**src/rtl/ilv_pkg.sv**
```systemverilog
package ilv_pkg;

  // Strobes from control to datapath
  typedef struct packed {
    logic loadCfg;   // capture configuration and clear position
    logic advance;   // one byte consumed
  } ilv_strobe_t;

endpackage

```
**src/rtl/ilv_datapath.sv**
```systemverilog
module ilv_datapath
  import ilv_pkg::*;
#(
  parameter int CHUNK_LEN  = 288,
  parameter int MAX_IMAGES = 4,
  parameter int IDX_W      = $clog2(MAX_IMAGES + 1),
  parameter int CNT_W      = (CHUNK_LEN > 1) ? $clog2(CHUNK_LEN) : 1
) (
  input  logic             clk,
  input  ilv_strobe_t      strobe,
  input  logic [IDX_W-1:0] numImagesIn,
  input  logic [IDX_W-1:0] selImageIn,
  output logic [CNT_W-1:0] byteCnt,
  output logic [IDX_W-1:0] chunkIdx,
  output logic [IDX_W-1:0] selReg,
  output logic             errReg
);

  localparam logic [CNT_W-1:0] LAST_BYTE = CNT_W'(CHUNK_LEN - 1);
  localparam logic [IDX_W-1:0] MAX_IDX   = IDX_W'(MAX_IMAGES);

  logic [IDX_W-1:0] numReg;
  logic             cfgBad;
  logic             chunkEnd;
  logic             lastChunk;

  assign cfgBad = (selImageIn == '0) || (numImagesIn == '0) ||
                  (selImageIn > numImagesIn) || (numImagesIn > MAX_IDX);

  assign chunkEnd  = (byteCnt == LAST_BYTE);
  assign lastChunk = (chunkIdx == numReg - 1'b1);

  always_ff @(posedge clk) begin
    if (strobe.loadCfg) begin
      numReg   <= numImagesIn;
      selReg   <= selImageIn;
      errReg   <= cfgBad;
      byteCnt  <= '0;
      chunkIdx <= '0;
    end else if (strobe.advance) begin
      if (chunkEnd) begin
        byteCnt  <= '0;
        chunkIdx <= lastChunk ? '0 : chunkIdx + 1'b1;
      end else begin
        byteCnt <= byteCnt + 1'b1;
      end
    end
  end

endmodule

```
**src/rtl/ilv_control.sv**
```systemverilog
module ilv_control
  import ilv_pkg::*;
#(
  parameter int IDX_W = 3
) (
  input  logic             rstN,
  input  logic [IDX_W-1:0] chunkIdx,
  input  logic [IDX_W-1:0] selReg,
  input  logic             errReg,
  input  logic             inValid,
  input  logic             outReady,
  output logic             inReady,
  output logic             outValid,
  output ilv_strobe_t      strobe
);

  logic owned;

  assign owned    = !errReg && (chunkIdx == selReg - 1'b1);
  assign inReady  = owned ? outReady : 1'b1;
  assign outValid = rstN && owned && inValid;

  always_comb begin
    strobe         = '0;
    strobe.loadCfg = !rstN;
    strobe.advance = rstN && inValid && inReady;
  end

endmodule

```
**src/rtl/ilv_stream_pick.sv**
```systemverilog
module ilv_stream_pick
  import ilv_pkg::*;
#(
  parameter int CHUNK_LEN  = 288,
  parameter int MAX_IMAGES = 4,
  parameter int DATA_W     = 8,
  parameter int IDX_W      = $clog2(MAX_IMAGES + 1),
  parameter int CNT_W      = (CHUNK_LEN > 1) ? $clog2(CHUNK_LEN) : 1
) (
  input  logic              clk,
  input  logic              rstN,
  input  logic [IDX_W-1:0]  numImagesIn,
  input  logic [IDX_W-1:0]  selImageIn,
  input  logic              inValid,
  input  logic [DATA_W-1:0] inData,
  output logic              inReady,
  output logic              outValid,
  output logic [DATA_W-1:0] outData,
  input  logic              outReady,
  output logic              cfgError
);

  ilv_strobe_t      strobe;
  logic [CNT_W-1:0] byteCnt;
  logic [IDX_W-1:0] chunkIdx;
  logic [IDX_W-1:0] selReg;
  logic             errReg;

  ilv_datapath #(
    .CHUNK_LEN (CHUNK_LEN),
    .MAX_IMAGES(MAX_IMAGES),
    .IDX_W     (IDX_W),
    .CNT_W     (CNT_W)
  ) u_dp (
    .clk        (clk),
    .strobe     (strobe),
    .numImagesIn(numImagesIn),
    .selImageIn (selImageIn),
    .byteCnt    (byteCnt),
    .chunkIdx   (chunkIdx),
    .selReg     (selReg),
    .errReg     (errReg)
  );

  ilv_control #(
    .IDX_W(IDX_W)
  ) u_ctl (
    .rstN    (rstN),
    .chunkIdx(chunkIdx),
    .selReg  (selReg),
    .errReg  (errReg),
    .inValid (inValid),
    .outReady(outReady),
    .inReady (inReady),
    .outValid(outValid),
    .strobe  (strobe)
  );

  assign outData  = inData;
  assign cfgError = errReg;

endmodule

```
**config.mk**
```make
export PLATFORM = sky130hd
export DESIGN_NAME = ilv_stream_pick
export DESIGN_NICKNAME = d
export VERILOG_FILES = /design/src/rtl/ilv_pkg.sv /design/src/rtl/ilv_datapath.sv /design/src/rtl/ilv_control.sv /design/src/rtl/ilv_stream_pick.sv
export SDC_FILE = /design/constraint.sdc
export NUM_CORES = 1
export LEC_CHECK = 0
export BUFFER_PORTS_ARGS = -buffer_cell sky130_fd_sc_hd__buf_2
export CAP_MARGIN = 30
export CELL_PAD_IN_SITES_DETAIL_PLACEMENT = 1
export CELL_PAD_IN_SITES_GLOBAL_PLACEMENT = 2
export CORE_MARGIN = 4
export CORE_UTILIZATION = 28
export CTS_CLUSTER_DIAMETER = 200
export CTS_CLUSTER_SIZE = 20
export DETAILED_ROUTE_END_ITERATION = 10
export PLACE_DENSITY = 0.76
export SYNTH_ARGS = -nofsm -noshare
export SYNTH_HDL_FRONTEND = slang
export SYNTH_HIERARCHICAL = 1
export SYNTH_SLANG_ARGS = --single-unit
```
**constraint.sdc**
```tcl
create_clock -name clk -period 2.1 [get_ports clk]
set_clock_uncertainty 0.1 [all_clocks]
set_input_delay 0.105 -clock clk [delete_from_list [all_inputs] [get_ports clk]]
set_output_delay 0.105 -clock clk [all_outputs]
set_load 0.01 [all_outputs]
```
==> impl_metrics.yaml, run 1 <==
detailed_routing:
  route.detailed.drc: 0
  vias: 803
  drt-initial-drc-count: 18
  avgViaCountPerCell: 4.669
  drtPass1Iterations: 4
  wl_per_cell_um: 12.87
  antenna_left: 0
  drt-total-wl_mm: 2.214
setup_path:
  reg2reg_depth: 9
  path_cells: "inv_2 -> ha_4 -> xnor2_4 -> nor4_4 -> buf_4 -> and3_4 -> buf_6"
  critPathBufInv: 3
  path_max_fanout: 2
  slowest_delay_ns: 0.41
  critPathLaunchType: "flip-flop"
  reg2reg_slack_ns: 0.07
  slowest_stage: "edfxtp_1"
  r2r_end: "u_dp/byteCnt[8]$_SDFFE_PP0P_"
  timing.rr.start: "u_dp/selReg[0]$_DFFE_PP_"
  arrival_ns: 1.84
  cp_top_family: "simple AND/OR/NAND/NOR gates"
  worstPathRequired_ns: 1.89
  cp-end-kind: "output pin"
  worstSetupPathType: "flip-flop to output pin"
synth:
  synthSimpleGateAreaFrac: 0.1691
  syn_avg_cell_area_um2: 10.04
  synth_compound_area_frac: 0.07429
  synth_top_family_by_area: "simple AND/OR/NAND/NOR gates"
  syn_inst: 109
  muxShareOfSynthArea: 0.01829
  synth-edff-count: 7
  synth_top_area_share: 0.2194
  syn-num-nets: 134
  synthAdderAreaFrac: 0.08000
  syn_area_um2: 1095
  ys.flop_type: "dfxtp_1"
  synth_cell_type_count: 33
  synth_async_sr_flop_share: 0
  seq_area_frac_synth: 0.4114
  synth_xor_area_frac: 0.1451
  synth_warnings: 6
  yosys.area.top_type: "dfxtp_1"
  synth-seq-cells: 19
  synthTopCellsByArea: "dfxtp_1 22%, edfxtp_1 19%, ha_1 8.0%"
finish:
  multiInputGateArea_um2: 600.6
  fillers: 413
  synthToLayoutAreaGrowth_pct: 23.43
  fin_cells: 172
  finalNetCount: 150
  drive_above_1_share: 0.2581
  final-seq-area_um2: 450.4
  antennaDiodeCount: 0
die:
  io_pins: 29
  core_area_um2: 3716
  rows: 22
  die_w_um: 70.53
  initial_core_util: 0.2946
  fp.dieH_um: 70.53
  design.die.area_um2: 4974
clock_network:
  post_cts_buffers: 0
  tritoncts: "yes"
  clk_pin_slew_ns: 0.07
  h-tree-depth: 1
  clk_latency_ns: 0.25
  numCtsBuffers: 3
  cts.sinks: 19
  clk_path_buf_depth: 2
  cts_root_buffer: "clkbuf_8"
worst_hold_path:
  min-delay-path-class: "input pin to output pin"
  min_from: "inData[2]"
  hold_path_end: "outData[2]"
  whs_path_depth: 0
timing:
  holdWs_ns: 0.1100
  slew_headroom: 0.5972
  period_needed_ns: 2.047
  maxSlewViolCount: 0
  fmax_mhz: 488.5
  hold_viol: 0
  finalSetupTns_ns: 0
  min_period_over_period: 0.9749
  rsz0062_at_grt: "true"
  tightestPinTransition_ns: 0.6035
  setup_viol: 0
power:
  power_density_nw_per_um2: 584.6
  p_comb_frac: 0.158
  p_leak_nw: 0.5492
  p_int_mw: 0.5959
  swShare: 0.2456
  pwr-share-clk: 0.325
  p_sw_mw: 0.1940
  power_frac_seq: 0.518
  peakVddDrop_uv: 308.8
grt:
  antenna_found_initial: 0
  grt_pass1_wl_mm: 3.815
  first_global_vias: 860
  grt_max_degree: 16
  grt_overflow: 0
  grt_usage: 0.09491
place:
  routabilityCongestion: 0.6960
  dp_hpwl_mm: 1.673
  placed_cells: 162
  portBuffers: 12
job:
  cap_violations: 0
run_status:
  status: "completed"
cells by family after synthesis:
| family | count (synthesis) |
|---|---|
| compound gates | 13 |
| xor+xnor | 14 |
| fa+ha+maj | 7 |
| buf+inv | 21 |
| flops | 19 |
| mux | 2 |
| simple gates | 33 |
synthesized netlist by cell type, types with 3 or more instances:
library cell  number
buf_4              8
inv_1             10
ha_1               7
o21ai_1            3
nor2_1            10
nand4_1            4
dfxtp_1           12
edfxtp_1           7
nand2_1            6
xnor2_1            3
nand3_1            5
xor2_1             8
cell type report:
type,count,share of cell area
Clock inverter,1,0.003704
Clock buffer,3,0.03056
Timing Repair Buffer,22,0.1157
Sequential cell,19,0.3333
Multi-Input combinational cell,69,0.4444
Tap cell,48,0.04444
Inverter,10,0.02778
registers in the layout, indices dropped and copies added, names as in the netlist:
signal / flops
u_dp/byteCnt: 9
u_dp/chunkIdx: 3
u_dp/errReg: 1
u_dp/numReg: 3
u_dp/selReg: 3
timing repair:
item / 4_1_cts / 5_1_grt
setup endpoints to repair: 11 / 10
hold endpoints to repair: 6 / 0
resized for setup: 3 / 7
cloned: 0 / 0
hold buffers: 6 / 0
pin swaps: 2 / 1
metal layers:
layer  global-route usage  share of wire  vias to the layer above
li1                     -              -                      400
met1               0.1107           0.43                      381
met2               0.1622           0.51                       20
met3              0.02557          0.042                        2
met4              0.04384          0.016                        0
met5                    0              0                        -
power groups by stage:
stage | Sequential (mW) | Clock (mW) | Combinational [mW]
4_1_cts | 0.408 | 0.263 | 0.113
3_5_place_dp | 0.417 | 0 | 0.103
2_1_floorplan | 0.416 | 0 | 0.0834
6_report | 0.409 | 0.257 | 0.124
5_1_grt | 0.411 | 0.282 | 0.137
3_3_place_gp | 0.416 | 0 | 0.0973
worst max-delay path by stage:
stage | startpoint | to | slack (ns) | cells past startpoint
final | u_dp/selReg[0]$_DFFE_PP_ | outValid | 0.05 | 7
after detailed placement | u_dp/selReg[0]$_DFFE_PP_ | u_dp/chunkIdx[2]$_SDFFE_PP0P_ | -0.12 | 9
after floorplan | u_dp/selReg[0]$_DFFE_PP_ | u_dp/byteCnt[8]$_SDFFE_PP0P_ | -0.03 | 10
after CTS | u_dp/selReg[0]$_DFFE_PP_ | outValid | 0.003 | 7
after global routing | u_dp/selReg[0]$_DFFE_PP_ | u_dp/byteCnt[8]$_SDFFE_PP0P_ | -0.05 | 9
after global placement | u_dp/selReg[0]$_DFFE_PP_ | u_dp/byteCnt[8]$_SDFFE_PP0P_ | 0.01 | 9
placed cells by master (no fill, tap or decap), drive strengths merged, types with 2 or more instances in the layout:
cell type	instances
buf	16
clkbuf	3
xor2	8
nand2	6
mux2i	2
dfxtp	12
ha	7
o21ai	5
edfxtp	7
dlygate4sd3	6
nand4	4
nand3	5
a21oi	2
a31oi	2
xnor2	4
nor2	10
inv	10
through the flow:
step                      utilization  area, µm²  setup slack, ns  power (mW)
after floorplan                     -       1125         -0.02577      0.4990
after global placement         0.3215       1195          0.01365      0.5135
after detailed placement       0.3215       1195          -0.1201      0.5200
after CTS                      0.3532       1313         0.003071      0.7840
after global routing           0.3636       1351         -0.05479      0.8298
final                          0.3636       1351          0.05273      0.7899
Note: power is estimated with default switching activity, not from simulation.
==> inputs of run 2 (changes only) <==
Settings changed: CORE_ASPECT_RATIO from default to 1.25.
==> run 2 against run 1 <==
Effect of this change:
- routed wire length is 1.0% higher
- flip-flop and latch count stayed put
- first-iteration DRC count is 39% lower
- count of clock-buffer cells in the layout stayed put
==> impl_metrics.yaml, run 2 (synthesis results as in run 1) <==
finish:
  drive_above_1_share: 0.2500
  largest_register_ff_count: 9
  antennaDiodeCount: 0
  synthToLayoutAreaGrowth_pct: 22.74
  top_register: "u_dp/byteCnt"
  final_core_util: 0.3550
  final_cell_mix: "12 x buf_2, 12 x dfxtp_1, 10 x nor2_1, 8 x inv_1, 8 x xor2_1"
  finalNetCount: 150
setup_path:
  worstSetupPathType: "flip-flop to output pin"
  r2r_end: "u_dp/byteCnt[8]$_SDFFE_PP0P_"
  crit_end: "outValid"
  cp-end-kind: "output pin"
  timing.rr.start: "u_dp/selReg[0]$_DFFE_PP_"
  slowest_delay_ns: 0.40
  path_max_fanout: 2
  reg2reg_slack_ns: 0.06
  path_cells: "inv_2 -> ha_4 -> xor3_1 -> nor4_4 -> buf_4 -> and3_1 -> buf_2"
  reg2reg_depth: 9
  critPathLaunchType: "flip-flop"
  worstPathRequired_ns: 1.89
  critPathLaunch: "u_dp/selReg[0]$_DFFE_PP_"
  slowest_stage: "edfxtp_1"
  arrival_ns: 1.84
detailed_routing:
  route.detailed.drc: 0
  drt-total-wl_mm: 2.237
  vias: 812
  wl_per_cell_um: 12.57
  avgViaCountPerCell: 4.562
  antenna_left: 0
  drt-initial-drc-count: 11
  drtPass1Iterations: 3
clock_network:
  numCtsBuffers: 3
  clk_latency_ns: 0.26
  tritoncts: "yes"
  clk_pin_slew_ns: 0.08
  h-tree-depth: 1
  clk_path_buf_depth: 2
  cts.sinks: 19
  cts_root_buffer: "clkbuf_8"
power:
  power_density_nw_per_um2: 593.4
  peakVddDrop_uv: 271.9
  p_total_mw: 0.7975
  p_leak_nw: 0.5477
run_status:
  status: "completed"
timing:
  hold_viol: 0
  period_needed_ns: 2.043
  holdWs_ns: 0.1100
  maxSlewViolCount: 0
  slew_headroom: 0.6165
  min_period_over_period: 0.9728
  setup_viol: 0
  tightestPinTransition_ns: 0.5746
  rsz0062_at_grt: "true"
  setup_ws_ns: 0.05712
  fmax_mhz: 489.5
grt:
  grt_overflow: 0
  grt_pass1_wl_mm: 3.822
  first_global_vias: 882
  grt_usage: 0.1017
  antenna_found_initial: 0
  grt_max_degree: 16
die:
  rows: 25
  core_area_um2: 3785
  die_w_um: 63.93
  fp.dieH_um: 77.91
  initial_core_util: 0.2893
  design.die.area_um2: 4981
  io_pins: 29
place:
  dp_hpwl_mm: 1.680
  routabilityCongestion: 0.6587
  pre_cts_ws_ns: -0.09718
  portBuffers: 12
worst_hold_path:
  min-delay-path-class: "input pin to output pin"
job:
  cap_violations: 0
[run 2: cell counts in the layout (fill, tap and decap cells not counted)]
Identical to the previous run, type by type.
[run 2: layer usage]
layer | share of wire | up-vias | GRT usage
li1 | - | 395 | -
met1 | 0.36 | 391 | 0.09148
met2 | 0.56 | 17 | 0.1903
met3 | 0.036 | 9 | 0.02750
met4 | 0.040 | 0 | 0.07127
met5 | 0 | - | 0
[run 2: worst max-delay path, delay by kind of cell, from the launching register on]
kind          cells  cell delay [ns]
xor+xnor          1             0.25
flops             1             0.40
buf+inv           3             0.36
fa+ha+maj         1             0.11
simple gates      2             0.44
[run 2: final cells by class]
| cell class | instances | area [µm²] |
|---|---|---|
| repair buffers | 22 | 150.1 |
| inverters | 10 | 37.54 |
| clock inverters | 1 | 5.005 |
| well taps | 54 | 67.56 |
| fillers | 429 | 2441 |
| flip-flops and latches | 19 | 450.4 |
| multi-input cells | 69 | 591.8 |
| clock buffers | 3 | 41.29 |
[run 2: power by group]
group / total [mW] / internal [mW] / leakage, nW / switching [mW]
logic: 0.124 / 0.0660 / 0.357 / 0.0576
registers: 0.409 / 0.398 / 0.166 / 0.0112
clock network: 0.265 / 0.132 / 0.0255 / 0.133
total: 0.797 / 0.596 / 0.548 / 0.201
[run 2: worst min path at each step]
stage	from	end	slack [ns]	cells past startpoint
floorplan	numImagesIn[0]	u_dp/numReg[0]$_DFFE_PP_	0.10	0
global placement	inData[7]	outData[7]	0.11	0
detailed placement	inData[7]	outData[7]	0.11	0
CTS	inData[7]	outData[7]	0.11	0
global route	inData[5]	outData[5]	0.11	0
finish	inData[5]	outData[5]	0.11	0
[run 2: what timing repair did]
action / CTS / global route
setup endpoints to repair: 11 / 6
hold buffers: 6 / 0
gates resized for setup: 3 / 5
hold endpoints to repair: 6 / 0
gates cloned: 0 / 0
pin swaps: 2 / 6
buffers inserted: 0 / 0
[run 2: metrics by stage]
stage	instance area [µm²]	instances	setup TNS, ns
2_1_floorplan	1125	109	-0.1144
3_3_place_gp	1202	168	0
3_5_place_dp	1202	168	-0.5308
4_1_cts	1320	178	0
5_1_grt	1344	178	-0.05840
6_report	1344	178	0
